**src/rtl/pci_cmd_pkg.sv**
```systemverilog
package pci_cmd_pkg;
  typedef enum logic [3:0] {
    CMD_NONE    = 4'b0000,
    CMD_MEM_RD  = 4'b0110,
    CMD_MEM_WR  = 4'b0111,
    CMD_RD_MULT = 4'b1100,
    CMD_RD_LINE = 4'b1110,
    CMD_WR_INV  = 4'b1111
  } pci_cmd_e;

  typedef struct packed {
    logic line_ok;  // legal size, within burst, aligned
    logic fifo_ok;  // fifo holds a full line
  } line_qual_t;
endpackage

```
**src/rtl/pci_cl_qual.sv**
```systemverilog
module pci_cl_qual
  import pci_cmd_pkg::*;
#(
  parameter int CLS_W   = 8,
  parameter int BURST_W = 9,
  parameter int FIFO_W  = 12,
  parameter int ADDR_W  = 32,
  parameter int MAX_LOG = 7
) (
  input  logic               cls_en_i,
  input  logic [CLS_W-1:0]   cls_dw_i,
  input  logic [BURST_W-1:0] burst_dw_i,
  input  logic [FIFO_W-1:0]  fifo_bytes_i,
  input  logic [ADDR_W-1:0]  addr_i,
  output line_qual_t         qual_o
);
  localparam int LB_W  = CLS_W + 2;
  localparam int CMP_W = CLS_W + BURST_W;
  localparam int FC_W  = (FIFO_W > LB_W) ? FIFO_W : LB_W;

  logic [MAX_LOG-1:0] size_hit;
  logic               legal;
  logic [LB_W-1:0]    line_bytes;
  logic [LB_W-1:0]    line_mask;
  logic               aligned;
  logic               fits_burst;

  // one comparator per legal power of two (2..2^MAX_LOG Dwords)
  for (genvar k = 1; k <= MAX_LOG; k++) begin : g_size
    assign size_hit[k-1] = (cls_dw_i == CLS_W'(1 << k));
  end

  assign legal      = |size_hit;
  assign line_bytes = {cls_dw_i, 2'b00};
  assign line_mask  = line_bytes - LB_W'(1);
  assign aligned    = ((addr_i[LB_W-1:0] & line_mask) == '0);
  assign fits_burst = (CMP_W'(cls_dw_i) <= CMP_W'(burst_dw_i));

  assign qual_o.line_ok = cls_en_i & legal & fits_burst & aligned;
  assign qual_o.fifo_ok = (FC_W'(fifo_bytes_i) >= FC_W'(line_bytes));
endmodule

```
**src/rtl/pci_cmd_pick.sv**
```systemverilog
module pci_cmd_pick
  import pci_cmd_pkg::*;
(
  input  logic       write_i,
  input  logic       wr_inv_en_i,
  input  logic       cfg_inv_i,
  input  logic       rd_line_en_i,
  input  logic       rd_mult_en_i,
  input  line_qual_t qual_i,
  output pci_cmd_e   cmd_o
);
  always_comb begin
    if (write_i) begin
      if (qual_i.line_ok && qual_i.fifo_ok && wr_inv_en_i && cfg_inv_i)
        cmd_o = CMD_WR_INV;
      else
        cmd_o = CMD_MEM_WR;
    end else if (qual_i.line_ok && rd_mult_en_i) begin
      cmd_o = CMD_RD_MULT;  // multiple wins over line
    end else if (qual_i.line_ok && rd_line_en_i) begin
      cmd_o = CMD_RD_LINE;
    end else begin
      cmd_o = CMD_MEM_RD;
    end
  end
endmodule

```
**src/rtl/pci_cmd_sel.sv**
```systemverilog
module pci_cmd_sel
  import pci_cmd_pkg::*;
#(
  parameter int CLS_W   = 8,
  parameter int BURST_W = 9,
  parameter int FIFO_W  = 12,
  parameter int ADDR_W  = 32
) (
  input  logic               clk_i,
  input  logic               rst_ni,
  input  logic               req_i,
  input  logic               write_i,
  input  logic               cls_en_i,
  input  logic               wr_inv_en_i,
  input  logic               cfg_inv_i,
  input  logic               rd_line_en_i,
  input  logic               rd_mult_en_i,
  input  logic [CLS_W-1:0]   cls_dw_i,
  input  logic [BURST_W-1:0] burst_dw_i,
  input  logic [FIFO_W-1:0]  fifo_bytes_i,
  input  logic [ADDR_W-1:0]  addr_i,
  output logic [3:0]         cmd_o,
  output logic               cmd_valid_o
);
  localparam int MAX_LOG = 7;

  line_qual_t qual;
  pci_cmd_e   cmd_next;
  logic [3:0] cmd_q;
  logic       valid_q;

  pci_cl_qual #(
    .CLS_W(CLS_W), .BURST_W(BURST_W), .FIFO_W(FIFO_W),
    .ADDR_W(ADDR_W), .MAX_LOG(MAX_LOG)
  ) u_qual (
    .cls_en_i    (cls_en_i),
    .cls_dw_i    (cls_dw_i),
    .burst_dw_i  (burst_dw_i),
    .fifo_bytes_i(fifo_bytes_i),
    .addr_i      (addr_i),
    .qual_o      (qual)
  );

  pci_cmd_pick u_pick (
    .write_i     (write_i),
    .wr_inv_en_i (wr_inv_en_i),
    .cfg_inv_i   (cfg_inv_i),
    .rd_line_en_i(rd_line_en_i),
    .rd_mult_en_i(rd_mult_en_i),
    .qual_i      (qual),
    .cmd_o       (cmd_next)
  );

  always_ff @(posedge clk_i or negedge rst_ni) begin
    if (!rst_ni) begin
      cmd_q   <= CMD_NONE;
      valid_q <= 1'b0;
    end else begin
      valid_q <= req_i;
      if (req_i) cmd_q <= cmd_next;
    end
  end

  assign cmd_o       = cmd_q;
  assign cmd_valid_o = valid_q;

  // pulse follows request by one cycle, command holds between requests
  p_valid_follows_req_r2: assert property (@(posedge clk_i) disable iff (!rst_ni)
    req_i |=> cmd_valid_o);
  p_no_spurious_valid_r2: assert property (@(posedge clk_i) disable iff (!rst_ni)
    !req_i |=> !cmd_valid_o && $stable(cmd_o));
  // writes only ever produce the two write codes
  p_write_codes_r3: assert property (@(posedge clk_i) disable iff (!rst_ni)
    req_i && write_i |=> (cmd_o == 4'b0111) || (cmd_o == 4'b1111));
  // invalidate needs all three enables
  p_inv_enables_r4: assert property (@(posedge clk_i) disable iff (!rst_ni)
    req_i && write_i && !(cls_en_i && wr_inv_en_i && cfg_inv_i) |=> cmd_o == 4'b0111);
  // invalidate needs a full line in the fifo
  p_inv_fifo_r7: assert property (@(posedge clk_i) disable iff (!rst_ni)
    req_i && write_i && (32'(fifo_bytes_i) < 32'(cls_dw_i) * 4) |=> cmd_o == 4'b0111);
  // read-multiple mode must be on for a multiple command
  p_mult_mode_r9: assert property (@(posedge clk_i) disable iff (!rst_ni)
    req_i && !write_i && !rd_mult_en_i |=> cmd_o != 4'b1100);
  // read line only when line mode on and multiple mode off
  p_line_mode_r10: assert property (@(posedge clk_i) disable iff (!rst_ni)
    req_i && !write_i && (rd_mult_en_i || !rd_line_en_i) |=> cmd_o != 4'b1110);
  // reads never produce write codes
  p_read_codes_r11: assert property (@(posedge clk_i) disable iff (!rst_ni)
    req_i && !write_i |=> (cmd_o != 4'b0111) && (cmd_o != 4'b1111));
  // reset state
  always_comb begin
    if (!rst_ni) p_reset_state_r1: assert (cmd_q == 4'b0000 && !valid_q);
  end
endmodule

```
**config.mk**
```make
export PLATFORM = sky130hd
export DESIGN_NAME = pci_cmd_sel
export DESIGN_NICKNAME = d
export VERILOG_FILES = /design/src/rtl/pci_cmd_pkg.sv /design/src/rtl/pci_cl_qual.sv /design/src/rtl/pci_cmd_pick.sv /design/src/rtl/pci_cmd_sel.sv
export SDC_FILE = /design/constraint.sdc
export NUM_CORES = 1
export LEC_CHECK = 0
export ABC_AREA = 1
export ABC_CLOCK_PERIOD_IN_PS = 1200
export CORE_MARGIN = 1
export CORE_UTILIZATION = 37
export DETAILED_ROUTE_END_ITERATION = 6
export PLACE_DENSITY = 0.88
export RECOVER_POWER = 25
export SLEW_MARGIN = 15
export SYNTH_ARGS = -nofsm -noshare
export SYNTH_HDL_FRONTEND = slang
export SYNTH_SLANG_ARGS = --single-unit
export TNS_END_PERCENT = 100
```
**constraint.sdc**
```tcl
create_clock -name clk_i -period 1.2 [get_ports clk_i]
set_clock_uncertainty 0.05 [all_clocks]
set_input_delay 0.12 -clock clk_i [delete_from_list [all_inputs] [get_ports clk_i]]
set_output_delay 0.12 -clock clk_i [all_outputs]
set_load 0.02 [all_outputs]
```
==> results by stage, run 1 <==
Timing:
- The setup violation total in the final timing report is 2.
- The count of final hold-check violations is 0.
- At the pin with the least slew margin, the transition time is 0.225 ns.
- Counting I/O delays and the setup requirement, the final critical path takes between 1 and 1.5 ns.
- The maximum clock frequency is between 700 and 800 MHz.
- Setup repair after global routing could not meet its margin everywhere.
- The part of the cycle the worst path needs is 109%.
- The worst hold slack is around 0.12 ns.
- The total negative slack for setup checks is -0.210 ns.
- The final-report max-slew violation count was 0.
- The worst slew margin relative to its limit is 85.0%.
- After layout, the worst setup slack is -0.111 ns.

Clocking:
- The number of buffers inserted during clock tree synthesis is 3.
- The clock net sink count is 5.
- In this run the deepest clock path goes through 2 buffers.
- The tree is rooted in a sky130_fd_sc_hd__clkbuf_4.
- The clock-pin transition on the worst setup and hold timing paths is approximately 0.05 ns.
- TritonCTS built the clock tree.
- The clock insertion delay at the later pin of the skew report is roughly 0.24 ns.
- In this run the number of H-tree levels came out at 1.

Die:
- From left edge to right edge, the die measures about 54 µm.
- The die height is roughly 54 µm.
- The initial core utilization is slightly below 40%.
- The core region is ~2500 µm².
- The floorplan step defined a die boundary enclosing 2920 µm².
- The I/O pin count is 75.
- The floorplan has 18 rows.

Routing:
- The average wire length per cell after detail routing is between 15 and 20 µm.
- The first routing iteration left 46 violations.
- The number of vias per cell is 5.35.
- In this run the remaining antenna-violating nets after routing total 0.
- The total wire length is about 4400 µm.
- The total number of vias is ~1,500.
- The number of remaining DRC errors is 2.
- Before antenna repair, the detailed router went through 6 iterations.

Placement:
- Routability-driven placement finished with a final weighted congestion of about 0.83.
- The HPWL after detailed placement is roughly 2300 µm.
- After detailed placement, the total cell area comes to ~1700 µm².
- Port buffering added 52 buffers.

Power:
- The completed layout was analyzed and its total power is about 1.0 mW.
- Registers are responsible for between 10% and 20% of the overall power.
- The analysis attributes to cell leakage a power of just over 1 nW.
- Of the total power, the clock network draws a little under a fifth.
- Of the total power, the share spent switching nets is 38.6%.
- The switching power of the nets is approximately 400 µW.
- The combinational power share is roughly 64%.
- The peak supply drop is ~0.00054 V.
- In this run the power density over the cells is ~500 nW/µm².
- Internal power comes to 633 µW.

Job:
- The count of max-cap constraint violations is 0.

Global route:
- The initial antenna violation count is 0.
- The overall global routing resource usage is between 20% and 30%.
- The first global-routing pass estimated a little under 5000 µm of wire.
- The total grt overflow is 0.
- The largest net degree at the start of global routing is 7.
- The number of global-route vias before repair is around 1,200.

Layout:
- From synthesis to final layout, the design area changed by 106%.
- The number of antenna repair diodes is 0.
- The core occupancy in the finished layout is a little over 80%.
- The fraction of layout instances using a drive strength above 1 is about 45%.
- The cell area after layout is about 2100 µm².
- The final net count is 338.

Status:
- The flow ran to the end, but the final reports show violations.
- The checks that failed: DRC, setup timing.

Yosys:
- Sequential elements use 12.5% of the synthesized area.
- The area of the mapped netlist is between 1000 and 1500 µm².
- The number of nets in the synthesized netlist is 261.
- Counting every instance in the synthesized netlist gives 173.
- The count of cell types in the netlist is 20.
- The count of synthesis-stage warnings from yosys is 0.
- The mean post-synth cell area is ~5.8 µm².
- After synthesis the netlist holds a flip-flop and latch count of 5.

Worst setup path:
- The maximum fanout along the worst path is 3.
- The critical path required time is between 1 and 1.5 ns.
- Data arrives at the worst endpoint at between 1 and 1.5 ns.
- STA classifies the critical path startpoint as a primary input.
- The worst setup path category is primary input to flop.
- The sort of element at the end of the critical path is a flop.

Worst hold path:
- The path class of the lowest-slack min-delay path is primary input to async pin.
[cell usage in the layout, fill, tap and decap left out, types with 2 or more instances in the layout]
master                             n
sky130_fd_sc_hd__nand2_1          42
sky130_fd_sc_hd__inv_2            15
sky130_fd_sc_hd__a21oi_2           2
sky130_fd_sc_hd__nand3_1           9
sky130_fd_sc_hd__nor2_1            7
sky130_fd_sc_hd__dlymetal6s2s_1    4
sky130_fd_sc_hd__buf_2             5
sky130_fd_sc_hd__nand2_2          10
sky130_fd_sc_hd__inv_1            21
sky130_fd_sc_hd__nor2_2            6
sky130_fd_sc_hd__dlygate4sd2_1    13
sky130_fd_sc_hd__clkdlybuf4s15_1   3
sky130_fd_sc_hd__ha_4             15
sky130_fd_sc_hd__nand2_4           2
sky130_fd_sc_hd__clkdlybuf4s50_1  16
sky130_fd_sc_hd__o21ai_0           4
sky130_fd_sc_hd__buf_8             2
sky130_fd_sc_hd__nor2_4            6
sky130_fd_sc_hd__inv_4             2
sky130_fd_sc_hd__buf_6             6
sky130_fd_sc_hd__or2_2             2
sky130_fd_sc_hd__clkbuf_4          3
sky130_fd_sc_hd__buf_4            16
sky130_fd_sc_hd__ha_1              3
sky130_fd_sc_hd__nand3_2           9
sky130_fd_sc_hd__nand4_1           4
sky130_fd_sc_hd__clkbuf_2          6
sky130_fd_sc_hd__dfrtp_1           5
[critical path, cell delays in order]
cell,delay [ns]
sky130_fd_sc_hd__dlygate4sd2_1,0.28
sky130_fd_sc_hd__ha_4,0.30
sky130_fd_sc_hd__nand2_2,0.06
sky130_fd_sc_hd__nor2_4,0.15
sky130_fd_sc_hd__nand2_1,0.08
sky130_fd_sc_hd__nand4_1,0.13
sky130_fd_sc_hd__nand2_1,0.08
sky130_fd_sc_hd__nand2_1,0.07
sky130_fd_sc_hd__nand4_1,0.09
sky130_fd_sc_hd__nand2_1,0.07
[per-stage QoR]
stage / std cells / worst slack, ns
final: 279 / -0.111
after global routing: 279 / -0.170
after CTS: 279 / -0.134
after detailed placement: 272 / -0.698
after global placement: 272 / -0.656
after floorplan: 173 / -0.141
[power groups by stage]
| stage | Sequential [mW] | Combinational [mW] | Clock, mW |
|---|---|---|---|
| after floorplan | 0.185 | 0.184 | 0 |
| after global placement | 0.178 | 0.443 | 0 |
| after detailed placement | 0.179 | 0.455 | 0 |
| after CTS | 0.176 | 0.501 | 0.193 |
| after global routing | 0.176 | 0.708 | 0.214 |
| final | 0.176 | 0.661 | 0.194 |
[logic make-up after synthesis]
logic type | after synthesis | share of synthesized area, %
AOI/OAI and AO/OA | 9 | 4.74
adders and majority gates | 18 | 22.4
buffers and inverters | 38 | 14.2
DFF | 5 | 12.5
and+or+nand+nor | 103 | 46.1
[per-layer routing]
metal / track usage, % / wire, µm
met1: 25.5 / 1530
met3: 1.98 / 361
met5: 0 / 0
met2: 45.5 / 2360
met4: 8.97 / 164
[worst paths after layout]
check | startpoint | to | slack (ns) | cells past startpoint
worst max-delay path | fifo_bytes_i[9] | cmd_o[3] | -0.11 | 10
min in group clk_i | req_i | cmd_valid_o | 0.40 | 1
worst min-delay path | rst_ni | cmd_o[1] | 0.12 | 1
worst max register to register | cmd_o[1] | cmd_o[1] | 0.31 | 3
worst min register to register | cmd_o[2] | cmd_o[2] | 0.43 | 1
max in group asynchronous | rst_ni | cmd_o[0] | 0.79 | 1
[area by class of cell]
class                      count  area (µm²)
clock buffer                   4        26.3
fill                         161         453
inverter                      38         148
multi-input combinational    130        1100
sequential                     5         125
tap                           30        37.5
timing repair buffer          72         637
[registers in the layout (all words and copies together) (netlist names)]
name,flops
cmd_o,4
cmd_valid_o,1
[synthesized netlist by cell type]
| library cell | count | area share (%) |
|---|---|---|
| sky130_fd_sc_hd__a21boi_0 | 1 | 0.75 |
| sky130_fd_sc_hd__a21oi_1 | 4 | 2.0 |
| sky130_fd_sc_hd__and3_1 | 1 | 0.62 |
| sky130_fd_sc_hd__dfrtp_1 | 5 | 12 |
| sky130_fd_sc_hd__ha_1 | 18 | 22 |
| sky130_fd_sc_hd__inv_1 | 37 | 14 |
| sky130_fd_sc_hd__inv_2 | 1 | 0.37 |
| sky130_fd_sc_hd__nand2_1 | 53 | 20 |
| sky130_fd_sc_hd__nand2_2 | 1 | 0.62 |
| sky130_fd_sc_hd__nand3_1 | 18 | 9.0 |
| sky130_fd_sc_hd__nand3_2 | 1 | 1.0 |
| sky130_fd_sc_hd__nand3b_1 | 1 | 0.75 |
| sky130_fd_sc_hd__nand4_1 | 4 | 2.5 |
| sky130_fd_sc_hd__nor2_1 | 14 | 5.2 |
| sky130_fd_sc_hd__nor2_2 | 4 | 2.5 |
| sky130_fd_sc_hd__nor2_4 | 1 | 1.1 |
| sky130_fd_sc_hd__nor3_1 | 2 | 1.0 |
| sky130_fd_sc_hd__nor3b_1 | 1 | 0.75 |
| sky130_fd_sc_hd__o21ai_0 | 4 | 2.0 |
| sky130_fd_sc_hd__or2_2 | 2 | 1.2 |
[timing repair]
item | 4_1_cts | 5_1_grt
setup endpoints to repair | 7 | 2
pin swaps | 40 | 54
hold buffers | 0 | 0
setup buffers | 3 | 0
resized for setup | 99 | 69
(Power assumes the default switching activity.)
==> inputs of run 2 (changes only) <==
--- a/config.mk
+++ b/config.mk
@@ -7,7 +7,7 @@
 export LEC_CHECK = 0
 export ABC_AREA = 1
 export ABC_CLOCK_PERIOD_IN_PS = 1200
-export CORE_MARGIN = 1
+export CAP_MARGIN = 20
 export CORE_UTILIZATION = 37
 export DETAILED_ROUTE_END_ITERATION = 6
 export PLACE_DENSITY = 0.88
==> constraint.sdc (replaced) <==
create_clock -name clk_i -period 1.2 [get_ports clk_i]
set_clock_uncertainty 0.05 [all_clocks]
set_input_delay 0.18 -clock clk_i [delete_from_list [all_inputs] [get_ports clk_i]]
set_output_delay 0.18 -clock clk_i [all_outputs]
set_load 0.02 [all_outputs]
==> run 2 against run 1 <==
Net effect:
- worst setup slack got worse by 0.054 ns
- clock-buffer cell count is the same
- global-route usage grew 0.92 points
- critical path depth increased by 3
- critical endpoint is now cmd_o[1]
- cell count rose by 1.8%
- combinational power down 5.9%
- the run ends with setup timing left
- largest cell class unchanged
- sequential cell count is the same
- sequential power about the same
- via count down 4.4%
==> results by stage, run 2 (synthesis gave the netlist of run 1 again) <==
Timing:
- The final-report max-slew violation count was 0 (unchanged).
- Setup repair after global routing could not meet its margin everywhere.
- The minimum period implied by the final worst setup slack is 1.36 ns (+0.0536 ns).
- The maximum clock frequency is 733 MHz (-3.9%).
- The worst hold slack is 0.167 ns (+0.0505 ns).
- The least setup slack across all paths after layout is -0.165 ns (-0.0536 ns).
- The part of the cycle the worst path needs came to 114% (+4.5 points).
- The count of final hold-check violations is 0 (unchanged).
- The setup violation total in the final timing report came to 2 (unchanged).
- The worst slew margin relative to its limit was 85.0% (about the same).
- The transition time of the tightest slew-check pin is 0.224 ns (-0.000533 ns).

Clocking:
- The maximum number of buffers from clock root to sink is 2 (unchanged).
- The H-tree level count is 1 (unchanged).
- The number of buffers inserted during clock tree synthesis is 3 (unchanged).
- TritonCTS built the clock tree.
- The clock-pin transition on the worst setup and hold timing paths was 0.04 ns (about the same).
- The clock net sink count is 5 (unchanged).
- Clock tree synthesis selected as its root buffer the cell sky130_fd_sc_hd__clkbuf_4.
- The clock insertion delay at the later pin of the skew report is 0.25 ns (about the same).

Die:
- The number of placement rows is 18 (unchanged).
- The placeable core region came to 2520 µm² (unchanged).
- The die height is 54.1 µm (unchanged).
- The floorplan die area is 2920 µm² (unchanged).
- The overall die width is 54.1 µm (unchanged).
- The I/O pin count is 75 (unchanged).
- The initial core utilization is 39.8% (unchanged).

Placement:
- The final RePlAce weighted congestion is 0.838 (+0.70%).
- The count of buffers inserted at the top-level ports was 52 (unchanged).
- The HPWL after detailed placement is 2290 µm (+1.2%).
- The worst slack at placement is -0.749 ns (-0.0508 ns).

Power:
- The combinational power share is 62.3% (-1.8 points).
- The part of the power in the clock network is 20.1% (+1.3 points).
- The final total power is 998 µW (-3.2%).
- The total internal power came to 628 µW (-0.69%).
- The switching power of the nets was 370 µW (-7.2%).
- The peak supply drop is 0.000567 V (+4.1%).
- The leakage dissipation is 1.06 nW (+5.1%).
- The sequential fraction of design power is 17.6% (+0.5 points).
- The switching share of power is 37.0% (-1.6 points).
- The power density relative to cell area was 482 nW/µm² (-3.3%).

Worst setup path:
- The critical path required time is 1.29 ns (-0.04 ns).
- In this run the critical register-to-register path is captured at cmd_o[1].
- The origin of the worst setup path is cls_dw_i[3].
- The library cell contributing the largest single delay on the critical path is sky130_fd_sc_hd__nor2_4.
- The maximum fanout along the worst path came to 4 (+1).
- The worst register-to-register path begins at cmd_o[1].
- Walking the worst path, the cells encountered are buf_4 -> buf_6 -> nor2_4 -> buf_6 -> nand3_1 -> nand2_1 -> nand2_1 -> inv_1 -> a21oi_1 -> nor2_2 -> nand3_1 -> nand2_1 -> inv_1.
- The delay contributed by the slowest stage of the critical path is 0.15 ns (-0.15 ns).
- The register-to-register setup slack is 0.30 ns (about the same).
- The worst setup path category is primary input to flop.
- STA classifies the critical path endpoint as a flop.
- The arrival time of data at the critical path endpoint is 1.45 ns (about the same).
- STA classifies the critical path startpoint as a primary input.
- The most numerous cell on the critical path is sky130_fd_sc_hd__nand2_1.
- The length in cells of the worst reg-to-reg path was 3 (unchanged).

Global route:
- The initial antenna violation count came to 0 (unchanged).
- The global-route layer with the greatest usage is met2.
- The wire length of the first global-routing pass came to 5150 µm (+3.7%).
- The met3 routing resource usage after global routing is 3.67% (+1.7 points).
- The global-route track usage on met1 is 26.1% (+0.66 points).
- The global routing met2 resource utilization is 45.1% (-0.41 points).
- The overall global routing resource usage is 24.3% (+0.92 points).
- The number of global-route vias before repair is 1,255 (+0.48%).
- The largest net degree at the start of global routing is 7 (unchanged).
- The total grt overflow is 0 (unchanged).

Status:
- The final reports fail on setup timing.
- The run finished, with violations left.

Layout:
- The flip-flop count of the largest register after layout is 4 (unchanged).
- The library cells used most frequently in the layout, excluding fill and tap cells, are 48 x sky130_fd_sc_hd__nand2_1, 26 x sky130_fd_sc_hd__inv_1, 21 x sky130_fd_sc_hd__buf_4, 16 x sky130_fd_sc_hd__clkdlybuf4s50_1, 14 x sky130_fd_sc_hd__ha_4.
- The register area was 125 µm² (unchanged).
- The layout overhead on the synthesized area is 106% (about the same).
- The number of antenna repair diodes is 0 (unchanged).
- The library cell used most frequently in the layout, excluding fill and tap cells, is sky130_fd_sc_hd__nand2_1.
- The combined area of the multi-input logic cells is 1030 µm² (-6.2%).
- The fraction of layout instances using a drive strength above 1 was 37.0% (-8.0 points).
- The final net count is 343 (+1.5%).
- The fill cell total of the finished layout is 145 (-9.9%).

Routing:
- The number of remaining DRC errors was 0 (-2).
- The total wire length is 3770 µm (-15%).
- The remaining antenna violation count came to 0 (unchanged).
- The DRC marker count from the first detailed-route iteration was 39 (-15%).
- The number of vias per cell is 5.02 (-6.1%).
- The average wire length per cell after detail routing is 13.3 µm (-16%).
- The first-pass iteration count of the detailed router was 6 (unchanged).
- The total number of vias is 1,426 (-4.4%).

Job:
- The count of max-cap constraint violations is 0 (unchanged).

Worst hold path:
- The min-delay analysis places its worst path in the category primary input to async pin.
## run 2: through the flow
stage                     TNS (ns)  utilization, %  area [µm²]  std cells
after global placement       -1.42            67.4        1700        273
final                       -0.314            82.1        2070        284
after detailed placement     -1.49            67.4        1700        273
after CTS                   -0.289            75.5        1900        284
after floorplan             -0.334               -        1010        173
after global routing        -0.472            82.1        2070        284
## run 2: what timing repair did
action,in CTS,in global routing
hold endpoints to repair,0,0
setup endpoints to repair,7,3
pin swaps,31,36
buffers inserted,7,0
hold buffers,0,0
gates resized for setup,100,41
## run 2: critical path, delay by kind of cell
kind            cells  cell delay, ns
buf+inv             5            0.47
compound gates      1            0.07
simple gates        7            0.71
## run 2: layout make-up
type / count / share of cell area, %
Multi-Input combinational cell: 130 / 49.7
Inverter: 38 / 7.13
Timing Repair Buffer: 77 / 34.1
Sequential cell: 5 / 6.04
Clock buffer: 4 / 1.27
Tap cell: 30 / 1.81
## run 2: routing by layer
metal / vias up / part of all wire (%)
li1: 707 / -
met1: 642 / 39
met2: 66 / 52
met3: 11 / 6.2
met4: 0 / 3.1
met5: - / 0
## run 2: worst max path at each step
stage | to | cells past startpoint
5_1_grt | cmd_o[1] | 13
3_5_place_dp | cmd_o[1] | 14
4_1_cts | cmd_o[3] | 12
3_3_place_gp | cmd_o[1] | 14
6_report | cmd_o[1] | 13
2_1_floorplan | cmd_o[1] | 13
## run 2: power groups by stage
stage	Combinational, mW	Sequential [mW]	Clock (mW)
global route	0.678	0.176	0.216
floorplan	0.184	0.185	0
global placement	0.446	0.178	0
detailed placement	0.457	0.179	0
finish	0.622	0.176	0.201
CTS	0.529	0.176	0.202
==> inputs of run 3 (changes only) <==
--- a/config.mk
+++ b/config.mk
@@ -10,10 +10,11 @@
 export CAP_MARGIN = 20
 export CORE_UTILIZATION = 37
 export DETAILED_ROUTE_END_ITERATION = 6
+export MAX_ROUTING_LAYER = met4
 export PLACE_DENSITY = 0.88
 export RECOVER_POWER = 25
 export SLEW_MARGIN = 15
 export SYNTH_ARGS = -nofsm -noshare
 export SYNTH_HDL_FRONTEND = slang
 export SYNTH_SLANG_ARGS = --single-unit
-export TNS_END_PERCENT = 100
+export TNS_END_PERCENT = 10
==> run 3 against run 2 <==
Net effect:
- the flow still finishes with violations (setup timing)
- worst setup slack better by 0.012 ns
- non-clock buffer count down 1
- largest power group unchanged
- highest routed layer unchanged
- combinational power down 4.8%
==> results by stage, run 3 (synthesis gave the netlist of run 1 again) <==
Power:
- The switching share of power is 36.6% (-0.49 points).
- The final total power is 966 µW (-3.3%).
- The peak supply drop is 0.000644 V (+14%).
- The total internal power was 613 µW (-2.5%).
- The part of the power in the clock network is 20.5% (+0.4 points).
- The switching power of the nets is 353 µW (-4.5%).
- The power density relative to cell area is 483 nW/µm² (+0.20%).
- The combinational power share is 61.3% (-1.0 points).
- The sequential fraction of design power is 18.2% (+0.6 points).
- The leakage dissipation was 1.05 nW (-0.99%).

Routing:
- The number of remaining DRC errors came to 0 (unchanged).
- The total wire length came to 3550 µm (-5.8%).
- The total number of vias is 1,421 (-0.35%).
- The average wire length per cell after detail routing was 12.6 µm (-5.4%).
- The number of vias per cell was 5.02 (about the same).
- The remaining antenna violation count is 0 (unchanged).
- The first-pass iteration count of the detailed router is 4 (-2).
- The DRC marker count from the first detailed-route iteration is 41 (+5.1%).

Worst setup path:
- The length in cells of the worst reg-to-reg path came to 3 (unchanged).
- The most numerous cell on the critical path is sky130_fd_sc_hd__nand2_1.
- The worst setup path is of the primary input to flop kind.
- The delay contributed by the slowest stage of the critical path was 0.16 ns (about the same).
- The sum of buffers and inverters on the critical path came to 4 (-1).
- The sort of element at the end of the critical path is a flop.
- The arrival time of data at the critical path endpoint is 1.44 ns (about the same).
- The largest delay contributor family on the critical path is simple AND/OR/NAND/NOR gates.
- The register-to-register setup slack was 0.31 ns (about the same).
- The critical path required time came to 1.29 ns (about the same).
- The maximum fanout along the worst path is 3 (-1).
- In this run the critical register-to-register path is captured at cmd_o[1].
- STA classifies the critical path startpoint as a primary input.
- The library cell contributing the largest single delay on the critical path is sky130_fd_sc_hd__nor2_4.
- The origin of the critical flop-to-flop path is cmd_o[1].
- The critical path goes through clkbuf_4 -> buf_6 -> nor2_4 -> buf_6 -> nand3_2 -> nor2_1 -> nand2_1 -> nand3_1 -> nand2_1 -> nor2_2 -> nand3_1 -> nand2_1 -> inv_1.

Global route:
- The largest net degree at the start of global routing is 7 (unchanged).
- The overall global routing resource usage came to 22.2% (-2.1 points).
- The number of global-route vias before repair came to 1,241 (-1.1%).
- The initial antenna violation count is 0 (unchanged).
- The total grt overflow is 0 (unchanged).
- The wire length of the first global-routing pass is 4680 µm (-9.2%).

Layout:
- The library cell used most frequently in the layout, excluding fill and tap cells, is sky130_fd_sc_hd__nand2_1.
- The final net count was 342 (-0.29%).
- The number of antenna repair diodes is 0 (unchanged).
- The flip-flop count of the largest register after layout is 4 (unchanged).
- The post-layout instance count excluding filler cells is 283 (-0.35%).
- The fraction of layout instances using a drive strength above 1 came to 36.4% (-0.64 points).
- The combined area of the multi-input logic cells is 996 µm² (-3.2%).
- The fill cell total of the finished layout is 172 (+19%).
- In the layout the commonest cells are 48 x sky130_fd_sc_hd__nand2_1, 25 x sky130_fd_sc_hd__inv_1, 20 x sky130_fd_sc_hd__buf_4, 18 x sky130_fd_sc_hd__clkdlybuf4s50_1, 14 x sky130_fd_sc_hd__nand3_1.
- The register area is 125 µm² (unchanged).
- The area growth from synthesis to layout is 99.3%.

Placement:
- The final RePlAce weighted congestion is 0.862 (+2.8%).
- The number of placed instances with taps included is 272 (-0.37%).
- The HPWL after detailed placement is 2330 µm (+1.9%).
- The count of buffers inserted at the top-level ports is 52 (unchanged).

Clocking:
- The clock-pin transition on the worst setup and hold timing paths is 0.05 ns (about the same).
- The H-tree level count is 1 (unchanged).
- The number of buffers inserted during clock tree synthesis came to 3 (unchanged).
- The clock insertion delay at the later pin of the skew report came to 0.24 ns (about the same).
- The tree is rooted in a sky130_fd_sc_hd__clkbuf_4.
- The hold buffer count at CTS came to 0 (unchanged).
- The maximum number of buffers from clock root to sink is 2 (unchanged).
- TritonCTS built the clock tree.
- The clock net sink count was 5 (unchanged).

Die:
- The die height came to 54.1 µm (unchanged).
- The floorplan die area is 2920 µm² (unchanged).
- The placeable core region is 2520 µm² (unchanged).
- The I/O pin count is 75 (unchanged).
- The overall die width is 54.1 µm (unchanged).
- The number of placement rows is 18 (unchanged).
- The initial core utilization is 39.8% (unchanged).

Status:
- The run finished, with violations left.
- The checks that failed: setup timing.

Timing:
- The count of final hold-check violations is 0 (unchanged).
- The setup violation total in the final timing report is 2 (unchanged).
- The minimum period implied by the final worst setup slack is 1.35 ns (-0.0122 ns).
- The least setup slack across all paths after layout was -0.152 ns (+0.0123 ns).
- The maximum clock frequency came to 739 MHz (+0.91%).
- Setup repair after global routing could not meet its margin everywhere.
- The final-report max-slew violation count came to 0 (unchanged).
- The part of the cycle the worst path needs is 113% (-1.0 points).
- The worst hold slack is 0.174 ns (+0.00694 ns).
- The worst slew margin relative to its limit was 84.1% (-0.94 points).
- The transition time of the tightest slew-check pin came to 0.239 ns (+0.0148 ns).

Worst hold path:
- The path class of the lowest-slack min-delay path is primary input to async pin.

Job:
- The count of max-cap constraint violations came to 0 (unchanged).
[run 3: cell types whose count changed in the layout (fill, tap and decap cells not counted), moves of 2 or more]
cell	before	now
sky130_fd_sc_hd__clkdlybuf4s50_1	16	18
sky130_fd_sc_hd__clkdlybuf4s15_1	4	1
sky130_fd_sc_hd__buf_2	6	4
sky130_fd_sc_hd__clkbuf_2	1	6
sky130_fd_sc_hd__inv_2	10	13
sky130_fd_sc_hd__buf_8	2	0
sky130_fd_sc_hd__ha_4	14	12
sky130_fd_sc_hd__inv_4	2	0
sky130_fd_sc_hd__ha_1	4	6
[run 3: layout make-up]
class,instances,share of cell area [%]
inverter,38,7.13
tap,30,1.88
clock buffer,4,1.31
multi-input combinational,130,49.8
timing repair buffer,76,33.6
sequential,5,6.26
[run 3: power groups by stage]
stage | Sequential, mW | Combinational, mW | Clock, mW
3_3_place_gp | 0.178 | 0.443 | 0
3_5_place_dp | 0.179 | 0.454 | 0
5_1_grt | 0.176 | 0.652 | 0.208
2_1_floorplan | 0.185 | 0.184 | 0
6_report | 0.176 | 0.592 | 0.198
4_1_cts | 0.176 | 0.489 | 0.196
[run 3: per-stage QoR]
stage                     util [%]  setup TNS, ns  worst slack [ns]  instance area (µm²)
after detailed placement      67.1          -1.53            -0.776                 1690
after CTS                     73.0         -0.413            -0.209                 1840
after global routing          79.3         -0.457            -0.237                 2000
after floorplan                  -         -0.334            -0.201                 1010
after global placement        67.1          -1.44            -0.722                 1690
final                         79.3         -0.281            -0.152                 2000
[run 3: routing by layer]
metal	global-route usage [%]	up-vias	share of wire [%]
met5	-	-	0
li1	-	701	-
met1	21.9	628	39
met4	6.41	0	1.5
met2	42.8	82	53
met3	4.80	10	6.8
[run 3: worst reg2reg max path: cells and delay by family, from the launching register on]
| kind | cells | cell delay (ns) |
|---|---|---|
| DFF | 1 | 0.37 |
| buffers and inverters | 1 | 0.03 |
| and+or+nand+nor | 2 | 0.33 |
[run 3: worst max-delay path by stage]
stage	startpoint	slack, ns	cells after the start	to
after detailed placement	cls_dw_i[1]	-0.78	14	cmd_o[1]
after global placement	cls_dw_i[7]	-0.72	10	cmd_o[3]
after CTS	fifo_bytes_i[4]	-0.21	10	cmd_o[3]
after global routing	burst_dw_i[5]	-0.24	12	cmd_o[3]
after floorplan	cls_dw_i[0]	-0.20	13	cmd_o[1]
final	cls_dw_i[5]	-0.15	13	cmd_o[1]
[run 3: timing repair]
action | in CTS | in global routing
gates cloned | 0 | 0
setup endpoints to repair | 7 | 2
pin swaps | 31 | 39
buffers inserted | 4 | 3
gates resized for setup | 70 | 55
